## config.mk

```make
export PLATFORM = sky130hd
export DESIGN_NAME = conv_reg_port
export DESIGN_NICKNAME = d
export VERILOG_FILES = /design/src/rtl/conv_port_pkg.sv /design/src/rtl/cp_write_assembler.sv /design/src/rtl/cp_cal_file.sv /design/src/rtl/cp_read_mux.sv /design/src/rtl/conv_reg_port.sv
export SDC_FILE = /design/constraint.sdc
export NUM_CORES = 1
export LEC_CHECK = 0
export CAP_MARGIN = 20
export CORE_MARGIN = 2
export CORE_UTILIZATION = 45
export DETAILED_ROUTE_END_ITERATION = 8
export PLACE_DENSITY = 0.78
export SYNTH_ARGS = -nofsm -noshare
export SYNTH_HDL_FRONTEND = slang
export SYNTH_SLANG_ARGS = --single-unit
```

## constraint.sdc

```tcl
create_clock -name clk -period 3.9 [get_ports clk]
set_input_delay 0.975 -clock clk [delete_from_list [all_inputs] [get_ports clk]]
set_output_delay 0.975 -clock clk [all_outputs]
set_load 0.01 [all_outputs]
```

## src/rtl/conv_port_pkg.sv

```systemverilog
// Package: shared codes for the word/byte register port.
// Assumes a two-bit register address carried in the top bits of each word.
package conv_port_pkg;
    typedef enum logic [1:0] {
        DST_NONE = 2'b00,
        DST_TEST = 2'b01,
        DST_CAL  = 2'b10,
        DST_CTRL = 2'b11
    } dst_e;

    typedef enum logic [1:0] {
        RSEL_RESULT = 2'b00,
        RSEL_TEST   = 2'b01,
        RSEL_CAL    = 2'b10,
        RSEL_STATUS = 2'b11
    } rsel_e;
endpackage

```

## src/rtl/cp_write_assembler.sv

```systemverilog
// Write assembler: turns word or byte write cycles into one committed word.
// Assumes a write cycle is any clock with the write event high. In byte mode
// line BYTE_W of bus_in is the high-byte enable. A commit is a combinational
// pulse in the cycle of the completing write.
module cp_write_assembler #(
    parameter int BUS_W = 16
) (
    input  logic             clk,
    input  logic             rst_n,
    input  logic             wr_evt,
    input  logic             word_mode,
    input  logic [BUS_W-1:0] bus_in,
    output logic             commit_o,
    output logic [BUS_W-1:0] word_o,
    output logic             pending_o
);
    localparam int BYTE_W = BUS_W / 2;

    logic              pend_q;
    logic [BYTE_W-1:0] low_q;
    logic              hben;

    assign hben = bus_in[BYTE_W];

    // Hold the low byte until its high byte arrives.
    always_ff @(posedge clk) begin
        if (!rst_n) begin
            pend_q <= 1'b0;
            low_q  <= '0;
        end else if (wr_evt) begin
            if (word_mode) begin
                pend_q <= 1'b0;
            end else if (!hben) begin
                pend_q <= 1'b1;
                low_q  <= bus_in[BYTE_W-1:0];
            end else begin
                pend_q <= 1'b0;
            end
        end
    end

    // Commit a full word, or a high byte that follows a stored low byte.
    always_comb begin
        commit_o = wr_evt && (word_mode || (hben && pend_q));
        if (word_mode) begin
            word_o = bus_in;
        end else begin
            word_o = {bus_in[BYTE_W-1:0], low_q};
        end
    end

    assign pending_o = pend_q;
endmodule

```

## src/rtl/cp_cal_file.sv

```systemverilog
// Calibration file: CAL_REGS entries behind one auto-advancing pointer.
// Assumes no write and read complete in the same cycle. A pointer clear
// takes priority over an advance.
module cp_cal_file #(
    parameter int CAL_REGS = 10,
    parameter int PAY_W    = 14,
    localparam int PTR_W   = (CAL_REGS > 1) ? $clog2(CAL_REGS) : 1
) (
    input  logic             clk,
    input  logic             rst_n,
    input  logic             ptr_clr,
    input  logic             wr_en,
    input  logic [PAY_W-1:0] wr_data,
    input  logic             rd_done,
    output logic [PAY_W-1:0] rd_data,
    output logic [PTR_W-1:0] ptr_o
);
    localparam logic [PTR_W-1:0] LAST = PTR_W'(CAL_REGS - 1);

    logic [PAY_W-1:0] mem_q [CAL_REGS];
    logic [PTR_W-1:0] ptr_q;
    logic [PTR_W-1:0] ptr_next;

    // Next pointer value with wrap at the last entry.
    always_comb begin
        ptr_next = (ptr_q == LAST) ? '0 : ptr_q + 1'b1;
    end

    // Pointer: clear on control write, advance on each complete access.
    always_ff @(posedge clk) begin
        if (!rst_n) begin
            ptr_q <= '0;
        end else if (ptr_clr) begin
            ptr_q <= '0;
        end else if (wr_en || rd_done) begin
            ptr_q <= ptr_next;
        end
    end

    // Storage: one entry per generate slot, written at the pointer.
    for (genvar gi = 0; gi < CAL_REGS; gi++) begin : g_entry
        always_ff @(posedge clk) begin
            if (!rst_n) begin
                mem_q[gi] <= '0;
            end else if (wr_en && (ptr_q == PTR_W'(gi))) begin
                mem_q[gi] <= wr_data;
            end
        end
    end

    assign rd_data = mem_q[ptr_q];
    assign ptr_o   = ptr_q;
endmodule

```

## src/rtl/cp_read_mux.sv

```systemverilog
// Read mux: picks the read word by selector and places it, or one byte of
// it, on the output lines. Assumes the read event is already qualified by
// chip select. The output is zero whenever the bus is not driven.
module cp_read_mux
    import conv_port_pkg::*;
#(
    parameter int BUS_W = 16,
    parameter int PAY_W = 14,
    parameter int RES_W = 12
) (
    input  logic             rd_evt,
    input  logic             word_mode,
    input  logic             hben,
    input  rsel_e            rsel,
    input  logic [RES_W-1:0] result_in,
    input  logic [BUS_W-1:0] status_in,
    input  logic [PAY_W-1:0] test_q,
    input  logic [PAY_W-1:0] cal_q,
    output logic [BUS_W-1:0] bus_out,
    output logic             bus_oe,
    output logic             cal_rd_done
);
    localparam int BYTE_W = BUS_W / 2;

    logic [BUS_W-1:0] word_sel;

    // Choose the source word for the current selector.
    always_comb begin
        unique case (rsel)
            RSEL_RESULT: word_sel = {{(BUS_W-RES_W){1'b0}}, result_in};
            RSEL_TEST:   word_sel = {{(BUS_W-PAY_W){1'b0}}, test_q};
            RSEL_CAL:    word_sel = {{(BUS_W-PAY_W){1'b0}}, cal_q};
            default:     word_sel = status_in;
        endcase
    end

    // Drive the word or the requested byte while a read is active.
    always_comb begin
        bus_oe = rd_evt;
        if (!rd_evt) begin
            bus_out = '0;
        end else if (word_mode) begin
            bus_out = word_sel;
        end else if (hben) begin
            bus_out = {{BYTE_W{1'b0}}, word_sel[BUS_W-1:BYTE_W]};
        end else begin
            bus_out = {{BYTE_W{1'b0}}, word_sel[BYTE_W-1:0]};
        end
    end

    // A calibration read is complete on a word read or a high-byte read.
    always_comb begin
        cal_rd_done = rd_evt && (rsel == RSEL_CAL) && (word_mode || hben);
    end
endmodule

```

## src/rtl/conv_reg_port.sv

```systemverilog
// Top: host register port of a converter. It qualifies the strobes,
// assembles writes, routes payloads by the address in the word and
// serves reads from the register picked by the sticky selector.
// Assumes rd and wr are not asserted together in one cycle.
module conv_reg_port
    import conv_port_pkg::*;
#(
    parameter int BUS_W    = 16,
    parameter int ADDR_W   = 2,
    parameter int RES_W    = 12,
    parameter int CAL_REGS = 10,
    parameter int SEL_LSB  = 6,
    localparam int PAY_W   = BUS_W - ADDR_W,
    localparam int PTR_W   = (CAL_REGS > 1) ? $clog2(CAL_REGS) : 1
) (
    input  logic             clk,
    input  logic             rst_n,
    input  logic             cs_n,
    input  logic             rd_n,
    input  logic             wr_n,
    input  logic             word_mode,
    input  logic [BUS_W-1:0] bus_in,
    output logic [BUS_W-1:0] bus_out,
    output logic             bus_oe,
    input  logic [RES_W-1:0] result_in,
    input  logic [BUS_W-1:0] status_in,
    output logic [PAY_W-1:0] ctrl_o,
    output logic [PAY_W-1:0] test_o
);
    localparam int BYTE_W = BUS_W / 2;

    logic             wr_evt;
    logic             rd_evt;
    logic             commit;
    logic [BUS_W-1:0] commit_word;
    logic             byte_pending;
    dst_e             dst;
    logic [PAY_W-1:0] payload;
    logic [PAY_W-1:0] ctrl_q;
    logic [PAY_W-1:0] test_q;
    logic [PAY_W-1:0] cal_q;
    logic [PTR_W-1:0] cal_ptr;
    logic             cal_rd_done;
    rsel_e            rsel;

    // Qualify the strobes with chip select.
    always_comb begin
        wr_evt = !cs_n && !wr_n;
        rd_evt = !cs_n && !rd_n;
    end

    cp_write_assembler #(.BUS_W(BUS_W)) u_asm (
        .clk       (clk),
        .rst_n     (rst_n),
        .wr_evt    (wr_evt),
        .word_mode (word_mode),
        .bus_in    (bus_in),
        .commit_o  (commit),
        .word_o    (commit_word),
        .pending_o (byte_pending)
    );

    // Split the committed word into address and payload.
    always_comb begin
        dst     = dst_e'(commit_word[BUS_W-1 -: ADDR_W]);
        payload = commit_word[PAY_W-1:0];
    end

    // Control and test storage; address 00 is dropped.
    always_ff @(posedge clk) begin
        if (!rst_n) begin
            ctrl_q <= '0;
            test_q <= '0;
        end else if (commit) begin
            case (dst)
                DST_CTRL: ctrl_q <= payload;
                DST_TEST: test_q <= payload;
                default:  ;
            endcase
        end
    end

    cp_cal_file #(.CAL_REGS(CAL_REGS), .PAY_W(PAY_W)) u_cal (
        .clk     (clk),
        .rst_n   (rst_n),
        .ptr_clr (commit && (dst == DST_CTRL)),
        .wr_en   (commit && (dst == DST_CAL)),
        .wr_data (payload),
        .rd_done (cal_rd_done),
        .rd_data (cal_q),
        .ptr_o   (cal_ptr)
    );

    // Read selector taken from the control register.
    always_comb begin
        rsel = rsel_e'(ctrl_q[SEL_LSB +: 2]);
    end

    cp_read_mux #(.BUS_W(BUS_W), .PAY_W(PAY_W), .RES_W(RES_W)) u_rmux (
        .rd_evt      (rd_evt),
        .word_mode   (word_mode),
        .hben        (bus_in[BYTE_W]),
        .rsel        (rsel),
        .result_in   (result_in),
        .status_in   (status_in),
        .test_q      (test_q),
        .cal_q       (cal_q),
        .bus_out     (bus_out),
        .bus_oe      (bus_oe),
        .cal_rd_done (cal_rd_done)
    );

    assign ctrl_o = ctrl_q;
    assign test_o = test_q;
endmodule

```

==> results of run 1 <==
==> report_power, final <==
part | switching [µW] | internal [µW] | total (µW) | leakage [µW]
combinational | 206 | 172 | 378 | 0.00200
clock | 756 | 962 | 1720 | 0.000294
sequential | 24.5 | 2170 | 2190 | 0.00181
total | 986 | 3300 | 4290 | 0.00410
==> layout make-up <==
type / instances / area, µm² / area share
sequential: 185 / 5114 / 0.4680
clock buffer: 22 / 484.2 / 0.04431
timing repair buffer: 159 / 1505 / 0.1378
inverter: 4 / 15.01 / 0.001374
tap: 260 / 325.3 / 0.02977
clock inverter: 10 / 105.1 / 0.009619
multi-input combinational: 475 / 3378 / 0.3092
==> kinds of logic after synthesis <==
group                     synth area share
AOI/OAI and AO/OA                  0.09967
and+or+nand+nor                     0.1445
DFF                                 0.5860
muxes                               0.1343
xor gates and xnor gates          0.002011
buffers and inverters              0.03361
==> worst max-delay path: cells and delay by family <==
kind            cells  cell delay (ps)
compound gates      2              560
buf+inv             3             1170
simple gates        1              160
==> metrics by stage <==
step                      hold slack [ps]  std cells  area [µm²]  setup TNS, ps
after CTS                           505.0       1113       10890              0
after global routing                519.0       1115       10930         -15.86
final                               498.8       1115       10930              0
after global placement              480.1       1081       10280         -102.1
after floorplan                     481.9        728        8712              0
after detailed placement            489.7       1081       10280         -473.2
==> registers in the layout, summed over array words and instances (netlist names), named ones only <==
register         count
ctrl_o              14
test_o              14
u_asm.low_q          8
u_asm.pending_o      1
u_cal.mem_q        140
u_cal.ptr_o          4
==> repair_timing <==
item                       4_1_cts  5_1_grt
setup endpoints to repair       11        9
buffers inserted                 0        2
gates cloned                     0        0
hold buffers                     0        0
pin swaps                        0        1
resized for setup                6       11
==> routing by layer <==
metal | global-route usage | wire length (µm) | up-vias
met2 | 0.4097 | 12050 | 294
met3 | 0.04997 | 1838 | 42
met4 | 0.07504 | 441 | 0
met1 | 0.2972 | 9020 | 3142
li1 | - | - | 2890
met5 | 0 | 0 | -
==> cell usage in the layout, fill, tap and decap left out, drive strengths merged, types with 6 or more instances in the layout <==
cell	count
nand3	12
o211a	28
nand2b	7
clkdlybuf4s50	89
o21ai	15
nand2	56
mux2	9
nor2b	16
mux4	19
mux2i	64
inv	8
buf	66
nor2	165
dfxtp	45
a21oi	6
clkbuf	22
edfxtp	140
==> cells in the mapped netlist, types with 7 or more instances <==
cell,instances
buf_2,8
clkbuf_1,50
dfxtp_1,45
edfxtp_1,140
mux2_2,9
mux2i_1,64
mux4_2,19
nand2_1,55
nand2b_1,7
nand3_1,12
nor2_1,155
nor2_4,10
nor2b_1,16
o211a_1,28
o21ai_0,15
==> worst paths after layout <==
check                  startpoint                 to  slack [ps]  cells past startpoint
setup reg to reg  u_asm.pending_o  u_cal.mem_q[1][1]        1890                      5
hold / removal          ctrl_o[5]          ctrl_o[5]         500                      1
setup / recovery        bus_in[8]         bus_out[0]          40                      6
hold reg to reg         ctrl_o[5]          ctrl_o[5]         500                      1
==> results_dict.tcl, run 1 <==
set metrics [dict create \
    fin_ws_ps 44.51 \
    clk_pin_slew_ps 60 \
    core_area_um2 18830 \
    post-place-ws_ps -113.4 \
    tightest_slew_ps 761.5 \
    synthesis.nets 778 \
    cp-end-kind "output port" \
    crit_top_cell "clkdlybuf4s50_1" \
    min_path_type "reg -> reg" \
    async_reset_ff_frac 0 \
    ys.flop_type "edfxtp_1" \
    period_share 0.9886 \
    cts_tree "done" \
    die_height_um 143.1 \
    cts_buffers 17 \
    vias_per_cell 5.711 \
    syn_avg_cell_area_um2 11.97 \
    dr.pass1.iters 6 \
    setup_violations 0 \
    drive_gt1_frac 0.1836 \
    place_hpwl_um 16360 \
    worstPathArrival_ps 2880 \
    min_period_ps 3855 \
    grt_util_all_layers 0.2367 \
    clk_latency_ps 440 \
    p_per_area_nw_per_um2 392.4 \
    initial_core_util 0.4627 \
    synth_top_cell_by_area "edfxtp_1" \
    cp_slowest_stage_delay_ps 570 \
    max_slew_margin 0.4923 \
    num_antenna_cells 0 \
    die_area_um2 20490 \
    rsz0062_at_grt "yes" \
    fmax_mhz 259.4 \
    num_rows 50 \
    status "completed" \
    synth_cell_types 58 \
    vias 6368 \
    yosys-top-cells-area "edfxtp_1 (48%), dfxtp_1 (10%), mux2i_1 (7.4%)" \
    synth_area_um2 8712 \
    yosys_register_bits 185 \
    grt_pass1_vias 6374 \
    grt_max_degree 51 \
    drt_iter0_markers 594 \
    leakage_uw 0.004104 \
    critPathRequiredTime_ps 2920 \
    path_cells "clkdlybuf4s50_1 -> nor2b_2 -> buf_4 -> a2111oi_1 -> o31a_1 -> clkdlybuf4s50_1" \
    p_total_uw 4288 \
    finalNetCount 892 \
    cts.sinks 185 \
    root_buffer "clkbuf_16" \
    ys_seq_area_frac 0.5860 \
    antenna_left 0 \
    finalCoreUtilization 0.5803 \
    hold_viol 0 \
    drv_slew 0 \
    worst_path_max_delay_cell "clkdlybuf4s50_1" \
    clock_skew_ps 12.68 \
    ir_worst_vdd_mv 0.2830 \
    grt_pass1_wl_um 35890 \
    remaining_drc_errors 0 \
    synth_edf_count 140 \
    grt-ovfl-total 0 \
    wl_per_cell_um 20.94 \
    syn_inst 728 \
    nFillCells 1492 \
    antenna_found_initial 0 \
    start_kind "input pin" \
    yosys_warnings 0 \
    port_buffers 94 \
    worst-path-max-fanout 7 \
    crit_type "in -> out" \
    pin_count 95 \
    ctsLongestPathBuffers 2 \
    globalplace.congestion 0.8819 \
    synth_top_cell_area_share 0.4826 \
    wl_um 23350 \
    cts_max_level 4 \
    drv_cap 0 \
    area_delta_synth_final_pct 25.42 \
    die_x_um 143.1 \
]
Power figures use the tool's default switching activity.
==> run 2: changes to the inputs <==
--- a/config.mk
+++ b/config.mk
@@ -5,9 +5,11 @@
 export SDC_FILE = /design/constraint.sdc
 export NUM_CORES = 1
 export LEC_CHECK = 0
+export ABC_CLOCK_PERIOD_IN_PS = 3900
 export CAP_MARGIN = 20
 export CORE_MARGIN = 2
 export CORE_UTILIZATION = 45
+export CTS_CLUSTER_SIZE = 24
 export DETAILED_ROUTE_END_ITERATION = 8
 export PLACE_DENSITY = 0.78
 export SYNTH_ARGS = -nofsm -noshare
==> results of run 2 <==
No change in the layout: final DEF, timing and power equal those of run 1.
